[src/rtl/rob_pkg.sv]
package rob_pkg;
  typedef enum logic [1:0] {
    KIND_ARITH  = 2'd0,
    KIND_LOAD   = 2'd1,
    KIND_STORE  = 2'd2,
    KIND_BRANCH = 2'd3
  } op_kind_e;

  function automatic logic kind_writes_reg(op_kind_e k);
    return (k == KIND_ARITH) || (k == KIND_LOAD);
  endfunction
endpackage

[src/rtl/rob_ctrl.sv]
module rob_ctrl #(
  parameter int unsigned DEPTH = 8,
  parameter int unsigned IDX_W = 3,
  parameter int unsigned CNT_W = 4
) (
  input  logic             clk_i,
  input  logic             rst_ni,
  input  logic             flush_i,
  input  logic             push_i,
  input  logic             pop_i,
  output logic [IDX_W-1:0] head_o,
  output logic [IDX_W-1:0] tail_o,
  output logic [CNT_W-1:0] cnt_o,
  output logic             full_o
);
  logic [IDX_W-1:0] head_q, tail_q;
  logic [CNT_W-1:0] cnt_q;

  function automatic logic [IDX_W-1:0] wrap_inc(logic [IDX_W-1:0] p);
    return (p == IDX_W'(DEPTH - 1)) ? '0 : p + 1'b1;
  endfunction

  always_ff @(posedge clk_i or negedge rst_ni) begin
    if (!rst_ni) begin
      head_q <= '0;
      tail_q <= '0;
      cnt_q  <= '0;
    end else if (flush_i) begin
      head_q <= '0;
      tail_q <= '0;
      cnt_q  <= '0;
    end else begin
      if (push_i) tail_q <= wrap_inc(tail_q);
      if (pop_i)  head_q <= wrap_inc(head_q);
      case ({push_i, pop_i})
        2'b10:   cnt_q <= cnt_q + 1'b1;
        2'b01:   cnt_q <= cnt_q - 1'b1;
        default: cnt_q <= cnt_q;
      endcase
    end
  end

  assign head_o = head_q;
  assign tail_o = tail_q;
  assign cnt_o  = cnt_q;
  assign full_o = (cnt_q == CNT_W'(DEPTH));
endmodule

[src/rtl/rob_entries.sv]
module rob_entries
  import rob_pkg::*;
#(
  parameter int unsigned DEPTH  = 8,
  parameter int unsigned IDX_W  = 3,
  parameter int unsigned LREG_W = 5,
  parameter int unsigned DATA_W = 32
) (
  input  logic              clk_i,
  input  logic              rst_ni,
  input  logic              flush_i,
  input  logic              alloc_en_i,
  input  logic [IDX_W-1:0]  alloc_idx_i,
  input  logic [LREG_W-1:0] alloc_dest_i,
  input  op_kind_e          alloc_kind_i,
  input  logic              cmpl_en_i,
  input  logic [IDX_W-1:0]  cmpl_idx_i,
  input  logic [DATA_W-1:0] cmpl_value_i,
  input  logic              retire_en_i,
  input  logic [IDX_W-1:0]  retire_idx_i,
  output logic              valid_o [DEPTH],
  output logic              done_o  [DEPTH],
  output logic [LREG_W-1:0] dest_o  [DEPTH],
  output op_kind_e          kind_o  [DEPTH],
  output logic [DATA_W-1:0] value_o [DEPTH]
);
  for (genvar g = 0; g < DEPTH; g++) begin : g_slot
    logic hit_alloc, hit_cmpl, hit_retire;
    assign hit_alloc  = alloc_en_i  && (alloc_idx_i  == IDX_W'(g));
    assign hit_cmpl   = cmpl_en_i   && (cmpl_idx_i   == IDX_W'(g));
    assign hit_retire = retire_en_i && (retire_idx_i == IDX_W'(g));

    always_ff @(posedge clk_i or negedge rst_ni) begin
      if (!rst_ni) begin
        valid_o[g] <= 1'b0;
        done_o[g]  <= 1'b0;
        dest_o[g]  <= '0;
        kind_o[g]  <= KIND_ARITH;
        value_o[g] <= '0;
      end else if (flush_i || hit_retire) begin
        valid_o[g] <= 1'b0;
        done_o[g]  <= 1'b0;
      end else if (hit_alloc) begin
        valid_o[g] <= 1'b1;
        done_o[g]  <= 1'b0;
        dest_o[g]  <= alloc_dest_i;
        kind_o[g]  <= alloc_kind_i;
      end else if (hit_cmpl && valid_o[g]) begin
        done_o[g]  <= 1'b1;
        value_o[g] <= cmpl_value_i;
      end
    end
  end
endmodule

[src/rtl/rob_retire.sv]
module rob_retire
  import rob_pkg::*;
#(
  parameter int unsigned DEPTH  = 8,
  parameter int unsigned IDX_W  = 3,
  parameter int unsigned LREG_W = 5,
  parameter int unsigned DATA_W = 32
) (
  input  logic              flush_i,
  input  logic [IDX_W-1:0]  head_i,
  input  logic              valid_i [DEPTH],
  input  logic              done_i  [DEPTH],
  input  logic [LREG_W-1:0] dest_i  [DEPTH],
  input  op_kind_e          kind_i  [DEPTH],
  input  logic [DATA_W-1:0] value_i [DEPTH],
  output logic              commit_valid_o,
  output logic              commit_we_o,
  output logic [LREG_W-1:0] commit_dest_o,
  output logic [DATA_W-1:0] commit_value_o
);
  always_comb begin
    commit_valid_o = !flush_i && valid_i[head_i] && done_i[head_i];
    commit_we_o    = commit_valid_o && kind_writes_reg(kind_i[head_i]);
    commit_dest_o  = dest_i[head_i];
    commit_value_o = value_i[head_i];
  end
endmodule

[src/rtl/rob_top.sv]
module rob_top
  import rob_pkg::*;
#(
  parameter int unsigned DEPTH  = 8,
  parameter int unsigned LREG_W = 5,
  parameter int unsigned DATA_W = 32
) (
  input  logic                     clk_i,
  input  logic                     rst_ni,
  input  logic                     flush_i,
  input  logic                     alloc_valid_i,
  input  logic [LREG_W-1:0]        alloc_dest_i,
  input  logic [1:0]               alloc_kind_i,
  output logic [$clog2(DEPTH)-1:0] alloc_idx_o,
  output logic                     full_o,
  input  logic                     cmpl_valid_i,
  input  logic [$clog2(DEPTH)-1:0] cmpl_idx_i,
  input  logic [DATA_W-1:0]        cmpl_value_i,
  output logic                     commit_valid_o,
  output logic                     commit_we_o,
  output logic [LREG_W-1:0]        commit_dest_o,
  output logic [DATA_W-1:0]        commit_value_o
);
  localparam int unsigned IDX_W = $clog2(DEPTH);
  localparam int unsigned CNT_W = $clog2(DEPTH + 1);

  logic [IDX_W-1:0]  head, tail;
  logic [CNT_W-1:0]  cnt;
  logic              push;
  logic              slot_valid [DEPTH];
  logic              slot_done  [DEPTH];
  logic [LREG_W-1:0] slot_dest  [DEPTH];
  op_kind_e          slot_kind  [DEPTH];
  logic [DATA_W-1:0] slot_value [DEPTH];

  assign push        = alloc_valid_i && !full_o && !flush_i;
  assign alloc_idx_o = tail;

  rob_ctrl #(.DEPTH(DEPTH), .IDX_W(IDX_W), .CNT_W(CNT_W)) ctrl_i (
    .clk_i   (clk_i),
    .rst_ni  (rst_ni),
    .flush_i (flush_i),
    .push_i  (push),
    .pop_i   (commit_valid_o),
    .head_o  (head),
    .tail_o  (tail),
    .cnt_o   (cnt),
    .full_o  (full_o)
  );

  rob_entries #(.DEPTH(DEPTH), .IDX_W(IDX_W), .LREG_W(LREG_W), .DATA_W(DATA_W)) entries_i (
    .clk_i        (clk_i),
    .rst_ni       (rst_ni),
    .flush_i      (flush_i),
    .alloc_en_i   (push),
    .alloc_idx_i  (tail),
    .alloc_dest_i (alloc_dest_i),
    .alloc_kind_i (op_kind_e'(alloc_kind_i)),
    .cmpl_en_i    (cmpl_valid_i),
    .cmpl_idx_i   (cmpl_idx_i),
    .cmpl_value_i (cmpl_value_i),
    .retire_en_i  (commit_valid_o),
    .retire_idx_i (head),
    .valid_o      (slot_valid),
    .done_o       (slot_done),
    .dest_o       (slot_dest),
    .kind_o       (slot_kind),
    .value_o      (slot_value)
  );

  rob_retire #(.DEPTH(DEPTH), .IDX_W(IDX_W), .LREG_W(LREG_W), .DATA_W(DATA_W)) retire_i (
    .flush_i        (flush_i),
    .head_i         (head),
    .valid_i        (slot_valid),
    .done_i         (slot_done),
    .dest_i         (slot_dest),
    .kind_i         (slot_kind),
    .value_i        (slot_value),
    .commit_valid_o (commit_valid_o),
    .commit_we_o    (commit_we_o),
    .commit_dest_o  (commit_dest_o),
    .commit_value_o (commit_value_o)
  );
endmodule

[config.mk]
export PLATFORM = sky130hd
export DESIGN_NAME = rob_top
export DESIGN_NICKNAME = d
export VERILOG_FILES = /design/src/rtl/rob_pkg.sv /design/src/rtl/rob_ctrl.sv /design/src/rtl/rob_entries.sv /design/src/rtl/rob_retire.sv /design/src/rtl/rob_top.sv
export SDC_FILE = /design/constraint.sdc
export NUM_CORES = 1
export LEC_CHECK = 0
export ABC_AREA = 1
export BUFFER_PORTS_ARGS = -buffer_cell sky130_fd_sc_hd__clkbuf_2
export CAP_MARGIN = 5
export CORE_ASPECT_RATIO = 0.9
export CORE_UTILIZATION = 50
export DETAILED_ROUTE_END_ITERATION = 8
export GPL_ROUTABILITY_DRIVEN = 0
export PLACE_DENSITY = 0.67
export SKIP_CTS_REPAIR_TIMING = 1
export SLEW_MARGIN = 20
export SYNTH_ARGS = -nofsm -noshare
export SYNTH_HDL_FRONTEND = slang
export SYNTH_SLANG_ARGS = --single-unit
export TNS_END_PERCENT = 30
[constraint.sdc]
create_clock -name clk_i -period 3.15 [get_ports clk_i]
set_input_delay 0.7875 -clock clk_i [delete_from_list [all_inputs] [get_ports clk_i]]
set_output_delay 0.7875 -clock clk_i [all_outputs]
set_load 0.02 [all_outputs]
==> out/qor.txt <==
Post-DP Area -> 17280 um^2
Fraction of registers with async set/reset -> 1.000
Post-Place Cells -> 2289
Mapped Nets -> 1929
CP max-delay cell -> dfrtp_4
Tot Pwr -> 9.771 mW
PortBufs -> 88
EDFF count, synth -> 0
Setup crit end kind -> output port
Total wire length -> 44860 um
Drt drc -> 0
Crit path buffers/inverters -> 3
HP Class -> in2async
Stages on worst setup path -> 7
Layout Cells excl Fill -> 2360
Switch share -> 0.2466
Hold Violations, Final -> 0
Reg2Reg Depth -> 16
Gr usage total -> 0.2689
Synth cell count leaders -> nand2_1 (358), dfrtp_1 (330), nor2_1 (275)
Most frequent cell after synthesis -> nand2_1
Wl on met1 -> 20240 um
CTS sink cnt -> 330
I/O pin count -> 90
Global-route wire length before repair -> 71760 um
Clk buf depth -> 3
Pre-CTS WS -> 0.3058 ns
Clock-pin slew on the worst setup and hold paths -> 0.06 ns
Internal -> 7.361 mW
Insertion delay to the later sink of the worst-skew pair -> 0.52 ns
Post-route minimum period -> 3.048 ns
Sequential share of the synthesized area -> 0.4997
Highest Signal Layer -> met5
# rows -> 62
Crit path launch -> ctrl_i.head_o[0]$_DFFE_PN0P_
Slew Limit Fails -> 0
Final ANT Viol Nets -> 0
CTS buffer count -> 36
Synth area leaders -> dfrtp_1 (50%), nand2_1 (8.1%), o21ai_2 (7.3%), nor2_1 (6.2%), o21ai_0 (5.2%)
Synth-to-Final Area Change -> 12.78%
Worst-path cell chain -> buf_4 -> buf_16 -> o21ai_0 -> o22ai_1 -> nor2_1 -> a31oi_1 -> clkbuf_2
Overflow after GRT -> 0
CP arrival -> 2.26 ns
Logic pwr share -> 0.089
Slew headroom -> 0.5325
FF-to-FF Start -> ctrl_i.head_o[0]$_DFFE_PN0P_
Maximum net fanout on the critical path -> 34
Outcome -> finished clean
CTS tree -> built
Met3 Routed Length -> 3090 um
MaxCap Viol Count -> 0
Setup-failing EPs final -> 0
Core ar. -> 32190 um^2
H-tree lvl count -> 2
DR WL/cell -> 19.01 um
Met2 WL -> 20850 um
Mapped Area -> 16520 um^2
Nets -> 1981
Final core utilization -> 0.5789
Worst clock skew -> 0.01551 ns
Sw power -> 2.409 mW
Ys flop type -> dfrtp_1
Starting Density -> 0.5133
Via count -> 13390
RSZ-0062 raised after global routing -> true
Number of vias per cell -> 5.675
Area leader, netlist -> dfrtp_1
Final Cycle Share -> 0.9678
Leak -> 9.043 nW
Slowest stage delay, CP -> 0.51 ns
Sequential share of power -> 0.472
Worst Setup Slack, final -> 0.1016 ns
Die Area -> 33780 um^2
Netlist cell types -> 39
Peak VDD IR -> 0.4488 mV
Slew @ Worst Pin -> 0.7013 ns
Detailed placement HPWL -> 25950 um
Crit path max-delay family -> compound AO/OA/AOI/OAI gates
Worst setup path class -> reg2out
Yosys reg bits -> 330
Post-synth top area share -> 0.4997
Mean post-synth cell area -> 8.851 um^2
CTS root buffer -> clkbuf_16
Iter 0 DRT Violations -> 920
Design Area, Final -> 18640 um^2
Achievable Freq -> 0.3280 GHz
Vias in the first global route -> 13040
Share of post-route cells with drive strength above 1 -> 0.2464
Clock Power Share -> 0.438
Required @ worst endpoint -> 2.36 ns
CP Launch Type -> register
DR pass1 iterations -> 5
Power per Cell Area -> 524.3 nW/um^2
Post-Syn Instances -> 1867
Synth warnings -> 0
Die H -> 174.5 um
Largest net degree at the start of global routing -> 80
Die width -> 193.6 um
Initial antenna violation count -> 5
-- kinds of logic (layout without fill, tap and decap cells) --
| kind of cell | Yosys count | in the layout | share of synthesized area |
|---|---|---|---|
| simple gates | 841 | 841 | 0.2337 |
| xor+xnor | 2 | 2 | 0.001060 |
| buf+inv | 199 | 272 | 0.07087 |
| flops | 330 | 330 | 0.4997 |
| other cells | 0 | 4 | 0 |
| compound gates | 480 | 480 | 0.1829 |
| fa+ha+maj | 15 | 15 | 0.01181 |
-- sequential cells by signal, summed over array words and instances, names as in the netlist --
| name | cells |
|---|---|
| entries_i.value_o | 256 |
| entries_i.valid_o | 8 |
| entries_i.dest_o | 40 |
| entries_i.done_o | 8 |
| entries_i.kind_o | 8 |
| ctrl_i.head_o | 3 |
| ctrl_i.cnt_o | 4 |
| ctrl_i.tail_o | 3 |
-- metal layers --
metal,track usage,vias up
li1,-,6370
met1,0.3772,6541
met2,0.4347,423
met3,0.04172,56
met4,0.07367,2
met5,0,-
-- power groups by stage --
stage               logic, mW  clock network, mW  registers (mW)
floorplan               0.548                  0            4.65
global placement        0.859                  0            4.68
detailed placement      0.878                  0            4.69
CTS                     0.881               4.36            4.61
global route            0.985               4.53            4.64
finish                  0.873               4.28            4.61
-- stage by stage --
step	hold slack [ns]	TNS [ns]
floorplan	0.4442	0
global placement	0.4575	0
detailed placement	0.4612	0
CTS	0.2949	-1.235
global route	0.3194	-0.06507
finish	0.2636	0
-- worst register-to-register path: stages, from the launching register on --
cell and delay, ns:
dfrtp_4 0.51, buf_4 0.20, nand3_1 0.10, nand3_2 0.10, nand2_2 0.08, nand2_2 0.13
nand3_4 0.12, nor2_1 0.31, ha_1 0.34, a21oi_1 0.14, nand2_1 0.08, xor2_1 0.20
inv_1 0.07, nand2_1 0.07, nand2_1 0.04, nand2_1 0.05, nand2_1 0.04
-- cell usage in the layout, fill, tap and decap left out, types with 4 or more instances in the layout --
cell,Yosys,routed
clkbuf_2,5,86
dfrtp_1,330,328
a31oi_1,37,35
inv_2,7,6
clkbuf_1,43,6
buf_4,3,33
nor3_4,5,7
o22ai_1,40,40
o21ai_1,87,87
o21ai_0,173,173
clkbuf_16,0,40
ha_1,14,14
nor2_1,275,275
nor2_4,5,5
o21ai_2,138,138
nand3_1,14,14
inv_1,55,55
buf_12,6,20
nand3_2,18,18
nand2_4,3,5
nand2_2,84,82
diode_2,0,4
nand2_1,358,358
clkbuf_8,0,6
nand4_1,67,67
-- final timing paths --
path / end / slack, ns
max: commit_value_o[31] / 0.10
min: ctrl_i.cnt_o[2]$_DFFE_PN0P_ / 0.26
max reg2reg: ctrl_i.cnt_o[3]$_DFFE_PN0P_ / 0.46
min reg2reg: entries_i.value_o[93]$_DFFE_PN0P_ / 0.47
max in group asynchronous: entries_i.value_o[138]$_DFFE_PN0P_ / 2.03
min in group clk_i: entries_i.value_o[93]$_DFFE_PN0P_ / 0.47
-- cell type report --
class                      instances  area (um^2)
fill                            2796        13560
sequential                       330         8263
multi-input combinational       1338         7131
timing repair buffer             149         1246
clock buffer                      50         1056
tap                              416        520.5
inverter                          64        267.8
clock inverter                     9        142.6
antenna                            4        10.01
Note: power is estimated with default switching activity, not from simulation.
